File: config.mk
export PLATFORM = sky130hd
export DESIGN_NAME = kbd_wake_detect
export DESIGN_NICKNAME = d
export VERILOG_FILES = /design/src/rtl/kbw_pkg.sv /design/src/rtl/kbw_sync.sv /design/src/rtl/kbw_frame_rx.sv /design/src/rtl/kbw_wake_regs.sv /design/src/rtl/kbd_wake_detect.sv
export SDC_FILE = /design/constraint.sdc
export NUM_CORES = 1
export LEC_CHECK = 0
export BUFFER_PORTS_ARGS = -buffer_cell sky130_fd_sc_hd__buf_4
export CAP_MARGIN = 10
export CORE_MARGIN = 5
export CORE_UTILIZATION = 40
export CTS_CLUSTER_SIZE = 40
export DETAILED_ROUTE_END_ITERATION = 6
export PLACE_DENSITY = 0.65
export SLEW_MARGIN = 20
export SYNTH_ARGS = -nofsm -noshare
export SYNTH_HDL_FRONTEND = slang
export SYNTH_SLANG_ARGS = --single-unit
File: constraint.sdc
create_clock -name clk -period 2.9 [get_ports clk]
set_input_delay 0.58 -clock clk [delete_from_list [all_inputs] [get_ports clk]]
set_output_delay 0.58 -clock clk [all_outputs]
set_load 0.05 [all_outputs]
File: src/rtl/kbw_pkg.sv
package kbw_pkg;

    // register port selector
    typedef enum logic [1:0] {
        SEL_CODE = 2'd0,
        SEL_STS  = 2'd1,
        SEL_EN   = 2'd2,
        SEL_NONE = 2'd3
    } reg_sel_e;

    // extra frame bits around the data byte: start, parity, stop
    localparam int FRAME_OVERHEAD = 3;

endpackage

File: src/rtl/kbw_sync.sv
module kbw_sync #(
    parameter int WIDTH  = 2,
    parameter int STAGES = 2
) (
    input  logic             clk,
    input  logic             rst_n,
    input  logic [WIDTH-1:0] async_i,
    output logic [WIDTH-1:0] sync_o
);

    logic [WIDTH-1:0] stage_q [STAGES];
    logic [WIDTH-1:0] stage_d [STAGES];

    // idle level of both keyboard lines is high
    generate
        for (genvar s = 0; s < STAGES; s++) begin : g_stage
            if (s == 0) begin : g_first
                always_comb stage_d[s] = async_i;
            end else begin : g_next
                always_comb stage_d[s] = stage_q[s-1];
            end

            always_ff @(posedge clk or negedge rst_n) begin
                if (!rst_n) stage_q[s] <= '1;
                else        stage_q[s] <= stage_d[s];
            end
        end
    endgenerate

    assign sync_o = stage_q[STAGES-1];

endmodule

File: src/rtl/kbw_frame_rx.sv
module kbw_frame_rx
    import kbw_pkg::*;
#(
    parameter int DATA_W      = 8,
    parameter int TIMEOUT_CYC = 50000
) (
    input  logic              clk,
    input  logic              rst_n,
    input  logic              kclk_s,
    input  logic              kdat_s,
    output logic              byte_vld_o,
    output logic [DATA_W-1:0] byte_o
);

    localparam int LAST_IDX = DATA_W + FRAME_OVERHEAD - 1;
    localparam int PAR_IDX  = DATA_W + 1;
    localparam int CNT_W    = $clog2(LAST_IDX + 1);
    localparam int TMR_W    = $clog2(TIMEOUT_CYC + 1);

    typedef struct packed {
        logic [CNT_W-1:0]  cnt;
        logic [DATA_W-1:0] shreg;
        logic              par;
        logic [TMR_W-1:0]  tmr;
        logic              kclk_prev;
        logic              vld;
    } rx_state_t;

    rx_state_t st_d, st_q;
    logic      fall;

    always_comb begin
        st_d           = st_q;
        st_d.vld       = 1'b0;
        st_d.kclk_prev = kclk_s;
        fall           = st_q.kclk_prev & ~kclk_s;

        if (fall) begin
            st_d.tmr = '0;
            if (st_q.cnt == '0) begin
                if (!kdat_s) st_d.cnt = CNT_W'(1);
            end else if (st_q.cnt <= CNT_W'(DATA_W)) begin
                st_d.shreg = {kdat_s, st_q.shreg[DATA_W-1:1]};
                st_d.cnt   = st_q.cnt + CNT_W'(1);
            end else if (st_q.cnt == CNT_W'(PAR_IDX)) begin
                st_d.par = kdat_s;
                st_d.cnt = st_q.cnt + CNT_W'(1);
            end else begin
                st_d.cnt = '0;
                st_d.vld = kdat_s & (^{st_q.shreg, st_q.par});
            end
        end else if ((st_q.cnt != '0) && kclk_s) begin
            if (st_q.tmr == TMR_W'(TIMEOUT_CYC - 1)) begin
                st_d.cnt = '0;
                st_d.tmr = '0;
            end else begin
                st_d.tmr = st_q.tmr + TMR_W'(1);
            end
        end else begin
            st_d.tmr = '0;
        end
    end

    always_ff @(posedge clk or negedge rst_n) begin
        if (!rst_n) begin
            st_q           <= '0;
            st_q.kclk_prev <= 1'b1;
        end else begin
            st_q <= st_d;
        end
    end

    assign byte_vld_o = st_q.vld;
    assign byte_o     = st_q.shreg;


    idle_hold_chk: assert property (@(posedge clk) disable iff (!rst_n)
        (st_q.cnt == '0 && st_q.kclk_prev && !kclk_s && kdat_s) |=> (st_q.cnt == '0));


    vld_at_stop_chk: assert property (@(posedge clk) disable iff (!rst_n)
        st_q.vld |-> ($past(st_q.cnt) == CNT_W'(LAST_IDX) && st_q.cnt == '0));


    stall_drop_chk: assert property (@(posedge clk) disable iff (!rst_n)
        (st_q.cnt != '0 && kclk_s && st_q.tmr == TMR_W'(TIMEOUT_CYC - 1)) |=> (st_q.cnt == '0));


    vld_single_chk: assert property (@(posedge clk) disable iff (!rst_n)
        st_q.vld |=> !st_q.vld);

endmodule

File: src/rtl/kbw_wake_regs.sv
module kbw_wake_regs
    import kbw_pkg::*;
#(
    parameter int              DATA_W    = 8,
    parameter int              WAKE_BIT  = 5,
    parameter logic [DATA_W-1:0] MATCH_RST = '0
) (
    input  logic              clk,
    input  logic              rst_n,
    input  logic              por_n,
    input  logic              we,
    input  reg_sel_e          sel,
    input  logic [DATA_W-1:0] wdata,
    input  logic              byte_vld,
    input  logic [DATA_W-1:0] byte_in,
    output logic [DATA_W-1:0] code_o,
    output logic              sts_o,
    output logic              en_o
);

    typedef struct packed {
        logic sts;
        logic en;
    } wake_state_t;

    wake_state_t       ws_d, ws_q;
    logic [DATA_W-1:0] code_d, code_q;
    logic              hit;
    logic              clr_req;

    always_comb begin
        hit     = byte_vld && (byte_in == code_q);
        clr_req = we && (sel == SEL_STS) && wdata[WAKE_BIT];

        ws_d = ws_q;
        // a new match takes priority over a clear in the same cycle
        if (hit)          ws_d.sts = 1'b1;
        else if (clr_req) ws_d.sts = 1'b0;
        if (we && sel == SEL_EN) ws_d.en = wdata[WAKE_BIT];

        code_d = code_q;
        if (we && sel == SEL_CODE) code_d = wdata;
    end

    always_ff @(posedge clk or negedge rst_n) begin
        if (!rst_n) ws_q <= '0;
        else        ws_q <= ws_d;
    end

    // standby domain: only the power-on reset touches the code
    always_ff @(posedge clk or negedge por_n) begin
        if (!por_n) code_q <= MATCH_RST;
        else        code_q <= code_d;
    end

    assign code_o = code_q;
    assign sts_o  = ws_q.sts;
    assign en_o   = ws_q.en;


    sts_set_chk: assert property (@(posedge clk) disable iff (!rst_n)
        hit |=> ws_q.sts);


    sts_clr_chk: assert property (@(posedge clk) disable iff (!rst_n)
        (clr_req && !hit) |=> !ws_q.sts);


    sts_sticky_chk: assert property (@(posedge clk) disable iff (!rst_n)
        (!hit && !clr_req) |=> $stable(ws_q.sts));


    code_hold_chk: assert property (@(posedge clk) disable iff (!por_n)
        !(we && sel == SEL_CODE) |=> $stable(code_q));

endmodule

File: src/rtl/kbd_wake_detect.sv
module kbd_wake_detect
    import kbw_pkg::*;
#(
    parameter int         DATA_W      = 8,
    parameter int         SYNC_STAGES = 2,
    parameter int         TIMEOUT_CYC = 50000,
    parameter int         WAKE_BIT    = 5,
    parameter logic [7:0] MATCH_RST   = 8'h00
) (
    input  logic        clk,
    input  logic        rst_n,
    input  logic        por_n,
    input  logic        kb_clk_i,
    input  logic        kb_dat_i,
    input  logic        reg_we,
    input  logic [1:0]  reg_sel,
    input  logic [7:0]  reg_wdata,
    output logic [7:0]  match_code_o,
    output logic        wake_sts_o,
    output logic        wake_en_o,
    output logic        wake_req_o
);

    logic [1:0]        line_s;
    logic              rx_vld;
    logic [DATA_W-1:0] rx_byte;
    reg_sel_e          sel_e;

    assign sel_e = reg_sel_e'(reg_sel);

    kbw_sync #(
        .WIDTH  (2),
        .STAGES (SYNC_STAGES)
    ) u_sync (
        .clk     (clk),
        .rst_n   (rst_n),
        .async_i ({kb_clk_i, kb_dat_i}),
        .sync_o  (line_s)
    );

    kbw_frame_rx #(
        .DATA_W      (DATA_W),
        .TIMEOUT_CYC (TIMEOUT_CYC)
    ) u_rx (
        .clk        (clk),
        .rst_n      (rst_n),
        .kclk_s     (line_s[1]),
        .kdat_s     (line_s[0]),
        .byte_vld_o (rx_vld),
        .byte_o     (rx_byte)
    );

    kbw_wake_regs #(
        .DATA_W    (DATA_W),
        .WAKE_BIT  (WAKE_BIT),
        .MATCH_RST (MATCH_RST)
    ) u_regs (
        .clk      (clk),
        .rst_n    (rst_n),
        .por_n    (por_n),
        .we       (reg_we),
        .sel      (sel_e),
        .wdata    (reg_wdata),
        .byte_vld (rx_vld),
        .byte_in  (rx_byte),
        .code_o   (match_code_o),
        .sts_o    (wake_sts_o),
        .en_o     (wake_en_o)
    );

    assign wake_req_o = wake_sts_o & wake_en_o;

endmodule

==> results.json <==
{
  "status": "completed",
  "clock_skew_ns": 0.008858,
  "syn_area_sq_mm": 0.002156,
  "core_area_sq_mm": 0.005172,
  "fin_setup_tns_ns": 0,
  "end_kind": "flop",
  "cts_setup_buffers": 0,
  "worst_pin_slew_ns": 0.5985,
  "startpoint_type": "flop",
  "met3_usage": 0.03267,
  "fin_crit_ns": 1.965,
  "peakVddDrop_v": 0.0005311,
  "cts-htree-levels": 2,
  "cts_hold_buf": 0,
  "track_usage": 0.1085,
  "grt-ovfl-total": 0,
  "dp_hpwl_microns": 2643,
  "final_nets": 229,
  "grt_pass1_wl_microns": 6299,
  "dr_total_vias": 1381,
  "synth_edf_count": 0,
  "cp_max_fo": 15,
  "critPathKind": "reg -> reg",
  "ys_ff_latch": 45,
  "r2r_cells": 5,
  "drt-pass1-iter-count": 3,
  "multi_input_area_sq_um": 977.2,
  "grt_util_met1": 0.1316,
  "die_y_microns": 83.42,
  "drive_gt1_frac": 0.3000,
  "dieArea_sq_mm": 0.006958,
  "die_x_microns": 83.42,
  "n_fill_cell": 486,
  "drt_iter0_drc": 65,
  "postLayoutCoreUtil": 0.4819,
  "netlist_instances": 181,
  "setup_viol": 0,
  "hold_violations": 0,
  "ys_warn_count": 0,
  "clk_path_buf_depth": 2,
  "synth_top_flop_cell": "dfrtp_1",
  "syn_area_per_cell_sq_um": 11.91,
  "synth_top_area_cell": "dfrtp_1",
  "grt_util_met2": 0.1822,
  "gp_congestion": 0.7432,
  "yosys-top-cells-area": "dfrtp_1, mux2_2, xor2_1",
  "initial_core_util": 0.4168,
  "leakage_nw": 1.099,
  "cts_sinks": 45,
  "grt_pass1_vias": 1427,
  "cts_tree": "yes",
  "critical_path_arrival_ns": 2.11,
  "max_freq_mhz": 508.9,
  "grt_start_max_net_pins": 38,
  "synth_top_area_frac": 0.4643,
  "slew-limit-headroom": 0.5992,
  "power.density_mw_per_mm2": 781.5,
  "slowest_stage": "or3b_2",
  "numCtsBuffers": 5,
  "slew_viol_final": 0,
  "drtAntennaViolNets": 0,
  "cp_cell_sequence": "inv_1 -> ha_1 -> or3b_2 -> nand3_1 -> nor2_1",
  "via_per_inst": 4.932,
  "wl_microns": 3597,
  "cts_resized": 0,
  "post-route-drc-count": 0,
  "floorplan.rows": 26,
  "insertion_delay_ns": 0.29,
  "finalCritPeriodShare": 0.6776,
  "rsz0062_at_grt": "no",
  "seq_area_frac_synth": 0.5252,
  "async_reset_ff_frac": 1.000,
  "ios": 27,
  "drv_cap": 0,
  "syn-num-nets": 201,
  "cts.clk_slew.worst_paths_ns": 0.08,
  "slowest_delay_ns": 0.50,
  "wl_per_cell_microns": 12.85,
  "hp-class": "in -> async",
  "reg2reg_slack_ns": 0.93,
  "seq_area_sq_mm": 0.001132,
  "synth.distinct_cells": 41,
  "antenna_found_initial": 0,
  "busiest_layer": "met2",
  "rr_endpoint": "u_rx.st_q[15]",
  "syn2layout_area_growth_pct": 15.61,
  "clock-root-buffer": "clkbuf_8",
  "io_buffers": 26,
  "n_antenna_cell": 0,
  "r2r_start": "u_rx.st_q[27]",
  "critical_path_required_ns": 3.04
}
layout by cell type, fill, tap and decap left out, types with 2 or more instances in the layout:
cell type  instances
nand4_1            6
o21ai_0            6
mux2_2            18
and3_1             2
ha_1               4
or3_1              2
clkbuf_8           5
nor2b_1            2
buf_4             26
and2_1             2
xor2_1            16
xnor2_1           10
a21oi_1            4
dfstp_2            5
clkbuf_1           2
nand2_1            4
and4_1             3
nor2_1            16
inv_1              4
nand3_1           12
dfrtp_1           40
cells in the mapped netlist, drive strengths merged (2+ instances only):
| cell | number |
|---|---|
| a21oi | 4 |
| and2 | 2 |
| and3 | 2 |
| and4 | 3 |
| buf | 4 |
| dfrtp | 40 |
| dfstp | 5 |
| ha | 4 |
| inv | 4 |
| mux2 | 18 |
| nand2 | 4 |
| nand3 | 13 |
| nand4 | 6 |
| nor2 | 16 |
| nor2b | 2 |
| nor3b | 2 |
| nor4b | 2 |
| o21ai | 6 |
| or3 | 2 |
| xnor2 | 10 |
| xor2 | 16 |
cell families after synthesis:
kind of cell / count (synthesis) / synth area share
muxes: 18 / 0.09402
AOI/OAI and AO/OA: 17 / 0.05340
xor gates and xnor gates: 27 / 0.1161
and+or+nand+nor: 61 / 0.1666
adders and majority gates: 4 / 0.02322
DFF: 45 / 0.5252
buffers and inverters: 9 / 0.02147
stage by stage:
| stage | power, mW | instances | hold slack (ns) | instance area, sq um | worst slack [ns] |
|---|---|---|---|---|---|
| floorplan | 1.434 | 181 | 0.2844 | 2156 | 1.140 |
| global placement | 1.585 | 272 | 0.3457 | 2407 | 0.9891 |
| detailed placement | 1.591 | 272 | 0.3468 | 2407 | 0.9315 |
| CTS | 1.973 | 280 | 0.08030 | 2492 | 0.9137 |
| global route | 2.083 | 280 | 0.07739 | 2492 | 0.7377 |
| finish | 1.948 | 280 | 0.09272 | 2492 | 0.9349 |
power by group:
part           internal [mW]  total [mW]  switching (mW)
clock                  0.172       0.366           0.194
combinational          0.358       0.696           0.338
sequential             0.746       0.886           0.140
total                   1.28        1.95           0.673
cell type report:
type,instances,share of cell area
flip-flops and latches,45,0.4543
multi-input cells,127,0.3921
repair buffers,26,0.07831
well taps,70,0.03514
clock buffers,7,0.03062
inverters,4,0.006024
clock inverters,1,0.003514
worst max-delay path by stage:
stage / start / to / slack (ns)
after CTS: u_rx.st_q[27] / u_rx.st_q[15] / 0.91
after detailed placement: u_rx.st_q[27] / u_rx.st_q[14] / 0.93
after floorplan: u_rx.st_q[27] / u_rx.byte_o[0] / 1.14
after global routing: u_rx.st_q[27] / u_rx.st_q[13] / 0.74
final: u_rx.st_q[27] / u_rx.st_q[15] / 0.93
after global placement: u_rx.st_q[27] / u_rx.st_q[15] / 0.99
metal layers:
layer | vias to the layer above | part of all wire
li1 | 692 | -
met1 | 672 | 0.47
met2 | 15 | 0.49
met3 | 2 | 0.038
met4 | 0 | 0.0075
met5 | - | 0
registers in the layout, indices dropped and copies added (netlist names):
signal           flops
u_sync.stage_d       2
u_rx.st_q           22
u_sync.sync_o        2
u_rx.byte_vld_o      1
u_rx.byte_o          8
u_regs.code_o        8
u_regs.sts_o         1
u_regs.en_o          1
worst max-delay path, delay by kind of cell (launching register included):
family	cells	cell delay, ns
adders and majority gates	1	0.22
and+or+nand+nor	3	1.09
buffers and inverters	1	0.08
DFF	1	0.43
(Power assumes the default switching activity.)
